File: src/rtl/cdr_pkg.sv
package cdr_pkg;
  localparam logic [7:0] OP_TEST_READY = 8'h00;
  localparam logic [7:0] OP_INQUIRY    = 8'h12;
  localparam logic [7:0] OP_MODE_SENSE = 8'h1A;
  localparam logic [7:0] OP_READ_CAP   = 8'h25;
  localparam logic [7:0] OP_READ10     = 8'h28;
  localparam logic [7:0] OP_WRITE10    = 8'h2A;

  localparam logic [7:0] ST_IRQ  = 8'h80;
  localparam logic [7:0] ST_TC   = 8'h10;
  localparam logic [7:0] ST_DIN  = 8'h01;
  localparam logic [7:0] IC_FUNC = 8'h08;
  localparam logic [7:0] IC_SERV = 8'h10;
  localparam logic [7:0] IC_DISC = 8'h20;
  localparam logic [7:0] SQ_IDLE = 8'h00;
  localparam logic [7:0] SQ_CMD  = 8'h04;

  typedef enum logic [1:0] {RK_NONE, RK_INQ, RK_CAP} respKind_t;

  typedef struct packed {
    logic take;   // store one stream byte
    logic latch;  // close command, clear transfer report
    logic load;   // register decoded results
  } cdrStrobes_t;
endpackage

File: src/rtl/cdr_control.sv
module cdr_control
  import cdr_pkg::*;
(
  input  logic        clk,
  input  logic        rstN,
  input  logic        inValid,
  input  logic        start,
  output cdrStrobes_t stb,
  output logic        done,
  output logic        irq
);
  typedef enum logic {S_IDLE, S_DECODE} state_t;
  state_t state;

  always_comb begin
    stb.take  = inValid && !start && (state == S_IDLE);
    stb.latch = start && (state == S_IDLE);
    stb.load  = (state == S_DECODE);
  end

  always_ff @(posedge clk) begin
    if (!rstN) begin
      state <= S_IDLE;
      done  <= 1'b0;
      irq   <= 1'b0;
    end else begin
      done <= stb.load;
      if (stb.latch) begin
        state <= S_DECODE;
        irq   <= 1'b0;
      end else if (stb.load) begin
        state <= S_IDLE;
        irq   <= 1'b1;
      end
    end
  end

  AST_DONE_ONE_CYCLE: assert property (@(posedge clk) disable iff (!rstN)
    done |=> !done);
  AST_IRQ_WITH_DONE: assert property (@(posedge clk) disable iff (!rstN)
    done |-> irq);
  AST_IRQ_HELD: assert property (@(posedge clk) disable iff (!rstN)
    (irq && !start) |=> irq);
endmodule

File: src/rtl/cdr_datapath.sv
module cdr_datapath
  import cdr_pkg::*;
#(
  parameter int CMD_DEPTH = 12,
  parameter int NUM_TGT   = 8,
  parameter int MAX_TGT   = 4,
  parameter int CNT_W     = 16,
  parameter int BLK_SHIFT = 9,
  parameter int RESP_AW   = 6,
  localparam int TGT_W    = $clog2(NUM_TGT),
  localparam int IDX_W    = $clog2(CMD_DEPTH + 1),
  localparam int XFER_W   = CNT_W + BLK_SHIFT
)(
  input  logic                clk,
  input  logic                rstN,
  input  cdrStrobes_t         stb,
  input  logic [7:0]          inData,
  input  logic [TGT_W-1:0]    selTarget,
  input  logic [NUM_TGT-1:0]  devPresent,
  input  logic [NUM_TGT-1:0]  devIsCd,
  input  logic [31:0]         sectorCount,
  input  logic [RESP_AW-1:0]  rdIdx,
  output logic [7:0]          rdData,
  output logic [7:0]          status,
  output logic [7:0]          intr,
  output logic [7:0]          seq,
  output logic [XFER_W-1:0]   xferSize,
  output logic                xferDirIn,
  output logic [31:0]         blockAddr,
  output logic [RESP_AW-1:0]  respLen
);
  localparam logic [31:0] BLK_BYTES = 32'd1 << BLK_SHIFT;
  localparam int INQ_LEN = 36;
  localparam int CAP_LEN = 8;

  logic [7:0]       cmdBuf [CMD_DEPTH];
  logic [7:0]       cmdByte[CMD_DEPTH];
  logic [IDX_W-1:0] wrIdx, rxCount;

  always_ff @(posedge clk) begin
    if (!rstN) begin
      wrIdx   <= '0;
      rxCount <= '0;
      for (int i = 0; i < CMD_DEPTH; i++) cmdBuf[i] <= '0;
    end else if (stb.latch) begin
      rxCount <= wrIdx;
      wrIdx   <= '0;
    end else if (stb.take && (wrIdx < IDX_W'(CMD_DEPTH))) begin
      cmdBuf[wrIdx] <= inData;
      wrIdx         <= wrIdx + 1'b1;
    end
  end

  for (genvar g = 0; g < CMD_DEPTH; g++) begin : g_mask
    assign cmdByte[g] = (IDX_W'(g) < rxCount) ? cmdBuf[g] : 8'h00;
  end

  logic              missing;
  logic [7:0]        opcode;
  logic [31:0]       lbaField;
  logic [CNT_W-1:0]  cntField;
  assign missing  = (int'(selTarget) > MAX_TGT) || !devPresent[selTarget];
  assign opcode   = cmdByte[1];
  assign lbaField = {cmdByte[3], cmdByte[4], cmdByte[5], cmdByte[6]};
  assign cntField = CNT_W'({cmdByte[8], cmdByte[9]});

  respKind_t   kindQ;
  logic        isCdQ;
  logic [31:0] sectQ;

  always_ff @(posedge clk) begin
    if (!rstN) begin
      status <= '0; intr <= '0; seq <= '0;
      xferSize <= '0; xferDirIn <= 1'b0; blockAddr <= '0;
      kindQ <= RK_NONE; isCdQ <= 1'b0; sectQ <= '0;
    end else if (stb.latch) begin
      xferSize  <= '0;
      xferDirIn <= 1'b0;
      blockAddr <= '0;
      kindQ     <= RK_NONE;
    end else if (stb.load) begin
      isCdQ <= devIsCd[selTarget];
      sectQ <= sectorCount;
      if (missing) begin
        status <= ST_IRQ;
        intr   <= IC_DISC;
        seq    <= SQ_IDLE;
      end else begin
        status <= ST_IRQ | ST_TC | ST_DIN;
        intr   <= IC_SERV | IC_FUNC;
        seq    <= SQ_CMD;
        case (opcode)
          OP_INQUIRY: begin
            kindQ <= RK_INQ; xferDirIn <= 1'b1;
          end
          OP_READ_CAP: begin
            kindQ <= RK_CAP; xferDirIn <= 1'b1;
          end
          OP_READ10: begin
            blockAddr <= lbaField;
            xferSize  <= XFER_W'(cntField) << BLK_SHIFT;
            xferDirIn <= 1'b1;
          end
          OP_WRITE10: begin
            blockAddr <= lbaField;
            xferSize  <= XFER_W'(cntField) << BLK_SHIFT;
            xferDirIn <= 1'b0;
          end
          default: ;
        endcase
      end
    end
  end

  always_comb begin
    case (kindQ)
      RK_INQ:  respLen = RESP_AW'(INQ_LEN);
      RK_CAP:  respLen = RESP_AW'(CAP_LEN);
      default: respLen = '0;
    endcase
  end

  always_comb begin
    rdData = 8'h00;
    if (kindQ == RK_INQ) begin
      case (rdIdx)
        RESP_AW'(0): rdData = isCdQ ? 8'h05 : 8'h00;
        RESP_AW'(2): rdData = 8'h01;
        RESP_AW'(3): rdData = 8'h02;
        default:     rdData = 8'h00;
      endcase
    end else if (kindQ == RK_CAP) begin
      case (rdIdx)
        RESP_AW'(0): rdData = sectQ[31:24];
        RESP_AW'(1): rdData = sectQ[23:16];
        RESP_AW'(2): rdData = sectQ[15:8];
        RESP_AW'(3): rdData = sectQ[7:0];
        RESP_AW'(4): rdData = BLK_BYTES[31:24];
        RESP_AW'(5): rdData = BLK_BYTES[23:16];
        RESP_AW'(6): rdData = BLK_BYTES[15:8];
        RESP_AW'(7): rdData = BLK_BYTES[7:0];
        default:     rdData = 8'h00;
      endcase
    end
  end

  AST_MISSING_CODES: assert property (@(posedge clk) disable iff (!rstN)
    (stb.load && missing) |=> (status == 8'h80 && intr == 8'h20 && seq == 8'h00 && xferSize == '0));
  AST_START_CLEARS: assert property (@(posedge clk) disable iff (!rstN)
    stb.latch |=> (xferSize == '0 && !xferDirIn && respLen == '0));
  AST_RESP_DIR_IN: assert property (@(posedge clk) disable iff (!rstN)
    (respLen != '0) |-> xferDirIn);
  AST_SIZE_ALIGNED: assert property (@(posedge clk) disable iff (!rstN)
    xferSize[BLK_SHIFT-1:0] == '0);
  AST_SIZE_NEEDS_OK: assert property (@(posedge clk) disable iff (!rstN)
    (xferSize != '0) |-> (status == 8'h91));
endmodule

File: src/rtl/cmd_desc_responder.sv
module cmd_desc_responder
  import cdr_pkg::*;
#(
  parameter int CMD_DEPTH = 12,
  parameter int NUM_TGT   = 8,
  parameter int MAX_TGT   = 4,
  parameter int CNT_W     = 16,
  parameter int BLK_SHIFT = 9,
  parameter int RESP_AW   = 6,
  localparam int TGT_W    = $clog2(NUM_TGT),
  localparam int XFER_W   = CNT_W + BLK_SHIFT
)(
  input  logic               clk,
  input  logic               rstN,
  input  logic               inValid,
  input  logic [7:0]         inData,
  input  logic               start,
  input  logic [TGT_W-1:0]   selTarget,
  input  logic [NUM_TGT-1:0] devPresent,
  input  logic [NUM_TGT-1:0] devIsCd,
  input  logic [31:0]        sectorCount,
  input  logic [RESP_AW-1:0] rdIdx,
  output logic [7:0]         rdData,
  output logic               done,
  output logic               irq,
  output logic [7:0]         status,
  output logic [7:0]         intr,
  output logic [7:0]         seq,
  output logic [XFER_W-1:0]  xferSize,
  output logic               xferDirIn,
  output logic [31:0]        blockAddr,
  output logic [RESP_AW-1:0] respLen
);
  cdrStrobes_t stb;

  cdr_control u_ctrl (
    .clk(clk), .rstN(rstN), .inValid(inValid), .start(start),
    .stb(stb), .done(done), .irq(irq)
  );

  cdr_datapath #(
    .CMD_DEPTH(CMD_DEPTH), .NUM_TGT(NUM_TGT), .MAX_TGT(MAX_TGT),
    .CNT_W(CNT_W), .BLK_SHIFT(BLK_SHIFT), .RESP_AW(RESP_AW)
  ) u_dp (
    .clk(clk), .rstN(rstN), .stb(stb), .inData(inData),
    .selTarget(selTarget), .devPresent(devPresent), .devIsCd(devIsCd),
    .sectorCount(sectorCount), .rdIdx(rdIdx), .rdData(rdData),
    .status(status), .intr(intr), .seq(seq), .xferSize(xferSize),
    .xferDirIn(xferDirIn), .blockAddr(blockAddr), .respLen(respLen)
  );
endmodule

File: config.mk
export PLATFORM = sky130hd
export DESIGN_NAME = cmd_desc_responder
export DESIGN_NICKNAME = d
export VERILOG_FILES = /design/src/rtl/cdr_pkg.sv /design/src/rtl/cdr_control.sv /design/src/rtl/cdr_datapath.sv /design/src/rtl/cmd_desc_responder.sv
export SDC_FILE = /design/constraint.sdc
export NUM_CORES = 1
export LEC_CHECK = 0
export BUFFER_PORTS_ARGS = -buffer_cell sky130_fd_sc_hd__buf_2
export CAP_MARGIN = 40
export CELL_PAD_IN_SITES_DETAIL_PLACEMENT = 0
export CELL_PAD_IN_SITES_GLOBAL_PLACEMENT = 2
export CORE_UTILIZATION = 30
export CTS_CLUSTER_DIAMETER = 150
export DETAILED_ROUTE_END_ITERATION = 6
export GPL_ROUTABILITY_DRIVEN = 0
export PLACE_DENSITY_LB_ADDON = 0.05
export SLEW_MARGIN = 20
export SYNTH_ARGS = -nofsm -noshare
export SYNTH_HDL_FRONTEND = slang
export SYNTH_SLANG_ARGS = --single-unit
File: constraint.sdc
create_clock -name clk -period 1.91 [get_ports clk]
set_input_delay 0.0955 -clock clk [delete_from_list [all_inputs] [get_ports clk]]
set_output_delay 0.0955 -clock clk [all_outputs]
set_load 0.005 [all_outputs]
==> flow_metrics.env, run 1 <==
export IMPL_status="finished, final reports clean"
export IMPL_vias=4928
export IMPL_synth_seq_area_share=0.544
export IMPL_setup_tns_ns=0
export IMPL_setup_viol=0
export IMPL_required_ns=2.20
export IMPL_drt_total_wl_mm=16.3
export IMPL_drt_pass1_iter_count=4
export IMPL_syn_area_per_cell_um2=10.7
export IMPL_synth_top_area_share=0.293
export IMPL_synth_area_top_cells="dfxtp_1, edfxtp_1, mux2i_1"
export IMPL_final_antenna_net_count=0
export IMPL_cts_htree_levels=4
export IMPL_postLayoutCoreUtil=0.394
export IMPL_grt_pass1_vias=4803
export IMPL_leakage_nw=3.97
export IMPL_path_max_fanout=48
export IMPL_grt_pass1_wl_mm=25.2
export IMPL_antenna_found_initial=0
export IMPL_fmax_ghz=0.567
export IMPL_crit_type="flip-flop to flip-flop"
export IMPL_min_period_ns=1.76
export IMPL_placed_area_um2=7690
export IMPL_hold_path_class="input port to flip-flop"
export IMPL_worst_pin_slew_ns=0.659
export IMPL_final_fill_count=2231
export IMPL_first_iter_violations=141
export IMPL_ys_flop_type="dfxtp_1"
export IMPL_synth_top_cell_by_area="dfxtp_1"
export IMPL_synth_seq_cells=154
export IMPL_drv_slew=0
export IMPL_synthToLayoutAreaGrowth_pct=28.6
export IMPL_post_route_period_util=0.924
export IMPL_power_density_nw_per_um2=866
export IMPL_cts_tree="done"
export IMPL_synthCells=625
export IMPL_clock_root_buffer="clkbuf_16"
export IMPL_initial_core_util=0.306
export IMPL_drc=0
export IMPL_worst_path_buf_inv=1
export IMPL_layout_commonest_cell="buf_2"
export IMPL_num_rows=54
export IMPL_cp_start_kind="flip-flop"
export IMPL_syn_cell_area_um2=6700
export IMPL_hold_viol=0
export IMPL_hold_ws_ns=0.0380
export IMPL_slew_headroom=0.561
export IMPL_die_h_um=151
export IMPL_synth_warnings=0
export IMPL_cts_made_buffers=17
export IMPL_grt_setup_unrepaired="no"
export IMPL_dp_hpwl_mm=11.3
export IMPL_mostFrequentLayoutCells="buf_2, nand2_1, dfxtp_1"
export IMPL_path_cells="or3b_1, a221oi_4, nand3_2, buf_12, mux2i_1"
export IMPL_cpMaxStageDelayCell="or3b_1"
export IMPL_cts_sinks=154
export IMPL_routed_via_density=4.52
export IMPL_fin_nets=871
export IMPL_clk_latency_ns=0.42
export IMPL_layout_drive_gt1_share=0.260
export IMPL_final_cell_area_um2=8620
export IMPL_grt_overflow=0
export IMPL_clk_pin_slew_ns=0.07
export IMPL_grt_usage=0.148
export IMPL_synth_edff_count=56
export IMPL_core_area_um2=21900
export IMPL_cp_top_family="simple AND/OR/NAND/NOR gates"
export IMPL_synth_distinct_cells=45
export IMPL_io_pins=167
export IMPL_cp_slowest_stage_delay_ns=0.43
export IMPL_cts_buffer_depth=2
export IMPL_chipWidth_um=151
export IMPL_io_buffers=134
export IMPL_dieArea_um2=22900
export IMPL_endpoint_kind="flip-flop"
export IMPL_totalPowerFinal_w=0.00746
export IMPL_vdd_ir_drop_max_mv=0.407
export IMPL_cp_arrival_ns=2.06
export IMPL_wire_per_inst_um=15.0
export IMPL_skew_ns=0.00877
export IMPL_antennaDiodeCount=0
export IMPL_drv_cap=0
export IMPL_grt_max_degree=49
export IMPL_ys_async_sr_fraction=0
Yosys cell counts, drive strengths merged, types with 2 or more instances:
| cell | count |
|---|---|
| and3 | 42 |
| a22o | 3 |
| mux4 | 9 |
| nor2b | 5 |
| clkbuf | 24 |
| o21a | 2 |
| a21oi | 7 |
| nor3 | 5 |
| inv | 6 |
| edfxtp | 56 |
| o21ai | 9 |
| a31oi | 2 |
| dfxtp | 98 |
| nand2 | 104 |
| nand3 | 17 |
| mux2i | 83 |
| nor4 | 3 |
| nor3b | 3 |
| nor4bb | 2 |
| buf | 44 |
| and2 | 27 |
| or3b | 2 |
| nand4bb | 2 |
| ha | 4 |
| nand2b | 6 |
| nor2 | 46 |
worst paths after layout:
kind | from | to | slack [ns] | cells after the start
hold / removal | start | u_ctrl.state | 0.04 | 2
setup / recovery | u_dp.cmdBuf[1][6] | u_dp.xferSize[12] | 0.15 | 5
setup reg to reg | u_dp.cmdBuf[1][6] | u_dp.xferSize[12] | 0.15 | 5
hold reg to reg | u_dp.xferSize[20] | u_dp.xferSize[20] | 0.45 | 2
where the power goes:
part	internal (W)	total [W]	switching [W]
Clock	0.00200	0.00347	0.00147
Sequential	0.00347	0.00351	0.0000371
Combinational	0.000219	0.000481	0.000261
Total	0.00570	0.00746	0.00176
sequential cells by signal, summed over array words and instances (netlist names):
name            count
u_dp.rxCount        4
u_dp.kindQ          2
u_ctrl.irq          1
u_dp.blockAddr     32
u_dp.isCdQ          1
u_ctrl.state        1
u_dp.wrIdx          4
u_dp.xferDirIn      1
u_dp.xferSize      16
u_ctrl.done         1
u_dp.status         2
u_dp.intr           1
u_dp.sectQ         32
u_dp.cmdBuf        56
stage by stage:
stage / cells / worst slack, ns
4_1_cts: 1091 / 0.144
5_1_grt: 1091 / 0.0298
6_report: 1091 / 0.146
3_5_place_dp: 1027 / 0.162
2_1_floorplan: 653 / -0.0238
3_3_place_gp: 1027 / 0.179
final cells by class:
type	count	area [um2]	area share
clock inverters	13	160	0.0186
inverters	6	22.5	0.00261
well taps	280	350	0.0407
clock buffers	19	443	0.0514
repair buffers	194	1250	0.145
multi-input cells	425	2740	0.318
flip-flops and latches	154	3640	0.423
timing repair:
item                                   4_1_cts  5_1_grt
buffers inserted                             0        0
resized for setup                            0        0
hold buffers                                32        0
endpoints found under the hold margin       32        0
kinds of logic after synthesis:
group | after synthesis | synth area share
and+or+nand+nor | 268 | 0.195
DFF | 154 | 0.544
muxes | 92 | 0.154
buffers and inverters | 74 | 0.0644
AOI/OAI and AO/OA | 31 | 0.0330
adders and majority gates | 4 | 0.00747
other | 1 | 0.000560
xor gates and xnor gates | 1 | 0.00131
metal layers:
layer	share of wire	up-vias	GRT usage
met2	0.52	108	0.267
met3	0.045	6	0.0401
met1	0.43	2367	0.172
met5	0	-	0
met4	0.0077	0	0.0405
li1	-	2447	-
worst reg2reg max path, delay by kind of cell (launching register included):
family | cells | cell delay, ns
compound gates | 1 | 0.28
flops | 1 | 0.35
buf+inv | 1 | 0.21
mux | 1 | 0.25
simple gates | 2 | 0.56
Power figures use the tool's default switching activity.
==> run 2: changes to the inputs <==
ABC_AREA = 1   (was unset)
CORE_UTILIZATION = 27   (was 30)
PLACE_DENSITY = 0.78   (was unset)
PLACE_DENSITY_LB_ADDON = unset   (was 0.05)
SKIP_CTS_REPAIR_TIMING = 1   (was unset)
==> flow_metrics.env, run 2 <==
export IMPL_min_period_ns=1.77
export IMPL_grt_overflow=0
export IMPL_hold_path_class="input port to flip-flop"
export IMPL_placed_cells=1301
export IMPL_synth_simple_area_share=0.236
export IMPL_setup_tns_ns=0
export IMPL_layout_commonest_cell="nor2_1"
export IMPL_synth_top_family_by_area="simple AND/OR/NAND/NOR gates"
export IMPL_cts_made_buffers=17
export IMPL_vias=5627
export IMPL_path_max_fanout=5
export IMPL_antennaDiodeCount=0
export IMPL_grt_pass1_vias=5378
export IMPL_power_density_nw_per_um2=851
export IMPL_clk_pin_slew_ns=0.07
export IMPL_vdd_ir_drop_max_mv=0.363
export IMPL_syn_cell_area_um2=6790
export IMPL_postLayoutCoreUtil=0.353
export IMPL_synth_compound_area_frac=0.0988
export IMPL_dp_hpwl_mm=12.1
export IMPL_dr_wl_met3_mm=1.08
export IMPL_synth_xor_area_share=0
export IMPL_cts_htree_levels=4
export IMPL_skew_ns=0.00866
export IMPL_synth_top_cell_by_area="dfxtp_1"
export IMPL_cts_tree="done"
export IMPL_grt_setup_unrepaired="no"
export IMPL_core_area_um2=24500
export IMPL_layout_drive_gt1_share=0.197
export IMPL_io_buffers=134
export IMPL_cts_buffer_depth=2
export IMPL_timing_rr_start="u_dp.wrIdx[1]"
export IMPL_synthTopCellsByCount="nor2_1, inv_1, dfxtp_1"
export IMPL_chipWidth_um=161
export IMPL_synth_distinct_cells=31
export IMPL_hold_start="sectorCount[23]"
export IMPL_synth_edff_count=56
export IMPL_top_register="u_dp.cmdBuf"
export IMPL_synth_seq_area_share=0.537
export IMPL_mostFrequentLayoutCells="nor2_1, buf_2, inv_1"
export IMPL_synth_top_area_share=0.289
export IMPL_clk_latency_ns=0.43
export IMPL_synth_area_top_cells="dfxtp_1, edfxtp_1, nor2_1"
export IMPL_synthToLayoutAreaGrowth_pct=27.1
export IMPL_reg_top3="u_dp.cmdBuf: 56 flops, u_dp.blockAddr: 32 flops, u_dp.sectQ: 32 flops"
export IMPL_fmax_ghz=0.566
export IMPL_violations="negative hold slack"
export IMPL_grt_pass1_wl_mm=27.8
export IMPL_dieArea_um2=25800
export IMPL_cp_arrival_ns=1.67
export IMPL_leakage_nw=3.93
export IMPL_post_route_period_util=0.925
export IMPL_required_ns=1.81
export IMPL_first_iter_violations=280
export IMPL_wire_per_inst_um=12.6
export IMPL_drv_slew=0
export IMPL_crit_type="flip-flop to output pin"
export IMPL_fin_cells=1362
export IMPL_slew_headroom=0.652
export IMPL_ys_flop_type="dfxtp_1"
export IMPL_wl_met1_mm=7.69
export IMPL_drv_cap=0
export IMPL_synth_warnings=0
export IMPL_synthCells=856
export IMPL_fin_nets=1098
export IMPL_die_h_um=161
export IMPL_syn_area_per_cell_um2=7.93
export IMPL_synth_seq_cells=154
export IMPL_drt_total_wl_mm=17.2
export IMPL_cp_start_kind="flip-flop"
export IMPL_final_antenna_net_count=0
export IMPL_ys_async_sr_fraction=0
export IMPL_status="finished, violations left"
export IMPL_hold_viol=3
export IMPL_grt_max_degree=49
export IMPL_antenna_found_initial=4
export IMPL_totalPowerFinal_w=0.00734
export IMPL_crit_start="u_dp.kindQ[0]"
export IMPL_worst_pin_slew_ns=0.518
export IMPL_cts_sinks=154
export IMPL_hold_ws_ns=-0.0485
export IMPL_largest_reg_flops=56
export IMPL_top_layer_used="met5"
export IMPL_drc=0
export IMPL_setup_viol=0
export IMPL_initial_core_util=0.277
export IMPL_synth_fa_ha_area_frac=0.00737
export IMPL_drt_pass1_iter_count=4
export IMPL_wl_met2_mm=8.19
export IMPL_synthMuxAreaShare=0
export IMPL_grt_usage=0.139
export IMPL_endpoint_kind="output pin"
export IMPL_clock_root_buffer="clkbuf_16"
export IMPL_io_pins=167
export IMPL_yosysMostFrequentCell="nor2_1"
export IMPL_num_rows=57
export IMPL_routed_via_density=4.13
==> run 2: changes by cell type after synthesis, sizes merged, moves of 22 or more <==
| cell | change |
|---|---|
| and2 | -27 |
| mux2i | -83 |
| o21ai | +88 |
| and3 | -42 |
| nor2 | +239 |
| nand2 | -22 |
| inv | +103 |
==> run 2: logic make-up after synthesis <==
logic type | after synthesis
compound gates | 130
flops | 154
other cells | 1
fa+ha+maj | 4
simple gates | 396
buf+inv | 171
==> run 2: layer usage <==
| layer | track usage | vias up |
|---|---|---|
| met5 | 0 | - |
| met4 | 0.0463 | 6 |
| li1 | - | 2963 |
| met1 | 0.165 | 2498 |
| met3 | 0.0455 | 22 |
| met2 | 0.237 | 138 |
==> run 2: metrics by stage <==
step	area (um2)	worst slack, ns	hold slack (ns)
2_1_floorplan	6890	0.250	0.230
3_3_place_gp	7750	0.204	0.320
3_5_place_dp	7750	0.195	0.323
4_1_cts	8330	0.0945	-0.125
5_1_grt	8630	0.00256	0.00821
6_report	8630	0.144	-0.0485
==> run 2: area by class of cell <==
cell class | count | area [um2]
clock buffers | 18 | 429
clock inverters | 14 | 150
fillers | 2606 | 15800
inverters | 109 | 409
multi-input cells | 559 | 2430
flip-flops and latches | 154 | 3640
well taps | 324 | 405
repair buffers | 184 | 1160
==> run 2: report_power, final <==
part | leakage [nW] | switching [W] | internal [W]
Combinational | 2.27 | 0.000289 | 0.000180
Sequential | 1.37 | 0.0000418 | 0.00349
Clock | 0.277 | 0.00149 | 0.00185
==> run 2: path summary, 6_finish.rpt <==
path	end	slack (ns)	cells past startpoint
worst min register to register	u_dp.status[7]	0.44	2
worst max-delay path	rdData[5]	0.14	6
worst min-delay path	u_dp.sectQ[23]	-0.05	3
worst max register to register	u_dp.cmdBuf[5][0]	0.20	5
==> run 2: critical path, cell delays in order (launching register included) <==
cell and delay [ns]:
dfxtp_1 0.30, inv_1 0.10, nand2_1 0.12, a21oi_2 0.19
inv_1 0.14, a21oi_1 0.23, buf_2 0.16
==> run 3: changes to the inputs <==
CTS_BUF_LIST = sky130_fd_sc_hd__clkbuf_8 sky130_fd_sc_hd__clkbuf_16   (was unset)
MAX_ROUTING_LAYER = met4   (was unset)
==> flow_metrics.env, run 3 (synthesis gave the netlist of run 2 again) <==
export IMPL_antenna_found_initial=4
export IMPL_cts_htree_levels=4
export IMPL_largest_reg_flops=56
export IMPL_intPower_w=0.00552
export IMPL_drv_slew=0
export IMPL_mostFrequentLayoutCells="nor2_1, buf_2, inv_1"
export IMPL_crit_type="flip-flop to output pin"
export IMPL_seqPwrFrac=0.481
export IMPL_slew_headroom=0.657
export IMPL_ff2ff_setup_slack_ns=0.20
export IMPL_grt_overflow=0
export IMPL_layout_drive_gt1_share=0.197
export IMPL_p_sw_frac=0.248
export IMPL_clk_pin_slew_ns=0.07
export IMPL_setup_viol=0
export IMPL_grt_pass1_vias=5382
export IMPL_r2r_end="u_dp.cmdBuf[5][0]"
export IMPL_hold_path_class="input port to flip-flop"
export IMPL_fin_nets=1098
export IMPL_cp_arrival_ns=1.68
export IMPL_first_iter_violations=293
export IMPL_reg_top3="u_dp.cmdBuf: 56 flops, u_dp.blockAddr: 32 flops, u_dp.sectQ: 32 flops"
export IMPL_setup_slack_ns=0.137
export IMPL_grt_usage=0.144
export IMPL_fmax_ghz=0.564
export IMPL_cp_start_kind="flip-flop"
export IMPL_worst_path_most_repeated_cell="inv_1"
export IMPL_drt_pass1_iter_count=4
export IMPL_worst_pin_slew_ns=0.511
export IMPL_netSwitchingPower_w=0.00182
export IMPL_grt_pass1_wl_mm=27.8
export IMPL_cts_made_buffers=17
export IMPL_drt_total_wl_mm=17.2
export IMPL_core_area_um2=24500
export IMPL_placed_area_um2=7750
export IMPL_io_pins=167
export IMPL_status="finished, violations left"
export IMPL_vias=5593
export IMPL_top_register="u_dp.cmdBuf"
export IMPL_required_ns=1.81
export IMPL_clock_root_buffer="clkbuf_16"
export IMPL_chipWidth_um=161
export IMPL_routed_via_density=4.09
export IMPL_cts_tree="done"
export IMPL_clk_latency_ns=0.43
export IMPL_hold_start="sectorCount[23]"
export IMPL_io_buffers=134
export IMPL_grt_max_degree=49
export IMPL_cts_buffer_depth=2
export IMPL_final_antenna_net_count=0
export IMPL_grt_setup_unrepaired="no"
export IMPL_path_cells="inv_1, nand2_1, a21oi_2, inv_1, a21oi_1, buf_2"
export IMPL_clockPowerShare=0.454
export IMPL_layout_commonest_cell="nor2_1"
export IMPL_hold_viol=3
export IMPL_cp_slowest_stage_delay_ns=0.30
export IMPL_min_period_ns=1.77
export IMPL_rr_worst_depth=5
export IMPL_hold_ws_ns=-0.0492
export IMPL_post_route_period_util=0.928
export IMPL_synthToLayoutAreaGrowth_pct=27.3
export IMPL_wire_per_inst_um=12.6
export IMPL_initial_core_util=0.277
export IMPL_cts_sinks=154
export IMPL_skew_ns=0.00997
export IMPL_dieArea_um2=25800
export IMPL_timing_rr_start="u_dp.wrIdx[1]"
export IMPL_final_cell_area_um2=8640
export IMPL_drc=0
export IMPL_cpMaxStageDelayCell="dfxtp_1"
export IMPL_leakage_nw=3.93
export IMPL_endpoint_kind="output pin"
export IMPL_crit_start="u_dp.kindQ[0]"
export IMPL_dp_hpwl_mm=12.1
export IMPL_final_fill_count=2603
export IMPL_violations="negative hold slack"
export IMPL_die_h_um=161
export IMPL_place_ws_ns=0.195
export IMPL_path_max_fanout=5
export IMPL_power_density_nw_per_um2=849
export IMPL_comb_power_share=0.064
export IMPL_cp_endpoint="rdData[5]"
export IMPL_setup_tns_ns=0
export IMPL_vdd_ir_drop_max_mv=0.363
export IMPL_num_rows=57
export IMPL_drv_cap=0
## run 3: cell types whose count changed in the layout (fill, tap and decap cells not counted)
cell,before,now
clkbuf_1,1,0
inv_1,103,104
diode_2,0,4
## run 3: final cells by class
cell class	count	area [um2]	share of cell area
inverters	109	409	0.0474
diodes	4	10.0	0.00116
multi-input cells	559	2430	0.282
clock inverters	15	154	0.0178
repair buffers	184	1160	0.134
well taps	324	405	0.0469
clock buffers	17	425	0.0492
flip-flops and latches	154	3640	0.422
## run 3: worst min path at each step
stage | end | slack, ns | cells after the start
2_1_floorplan | u_dp.sectQ[28] | 0.23 | 2
3_3_place_gp | u_dp.sectQ[28] | 0.32 | 3
3_5_place_dp | u_dp.sectQ[7] | 0.32 | 3
4_1_cts | u_dp.sectQ[7] | -0.13 | 3
5_1_grt | u_dp.status[4] | 0.01 | 3
6_report | u_dp.sectQ[23] | -0.05 | 3
## run 3: power groups by stage
stage               clock [W]  combinational [W]  sequential [W]
floorplan                   0           0.000293         0.00359
global placement            0           0.000433         0.00360
detailed placement          0           0.000434         0.00360
CTS                   0.00343           0.000437         0.00353
global route          0.00359           0.000544         0.00354
finish                0.00333           0.000470         0.00353
## run 3: stage by stage
step           total power (W)  hold WS (ns)  cells   util
2_1_floorplan          0.00389         0.230    884      -
3_3_place_gp           0.00403         0.320   1301  0.317
3_5_place_dp           0.00404         0.323   1301  0.317
4_1_cts                0.00740        -0.125   1333  0.341
5_1_grt                0.00768        0.0101   1366  0.353
6_report               0.00733       -0.0492   1366  0.353
## run 3: critical path, delay by kind of cell (launching register included)
family	cells	cell delay, ns
DFF	1	0.30
and+or+nand+nor	1	0.12
buffers and inverters	3	0.41
AOI/OAI and AO/OA	2	0.43
## run 3: metal layers
metal / vias up / global-route usage / routed length [um]
li1: 2976 / - / -
met1: 2464 / 0.167 / 7800
met2: 132 / 0.236 / 8160
met3: 21 / 0.0421 / 1030
met4: 0 / 0.0476 / 231
met5: - / - / 0
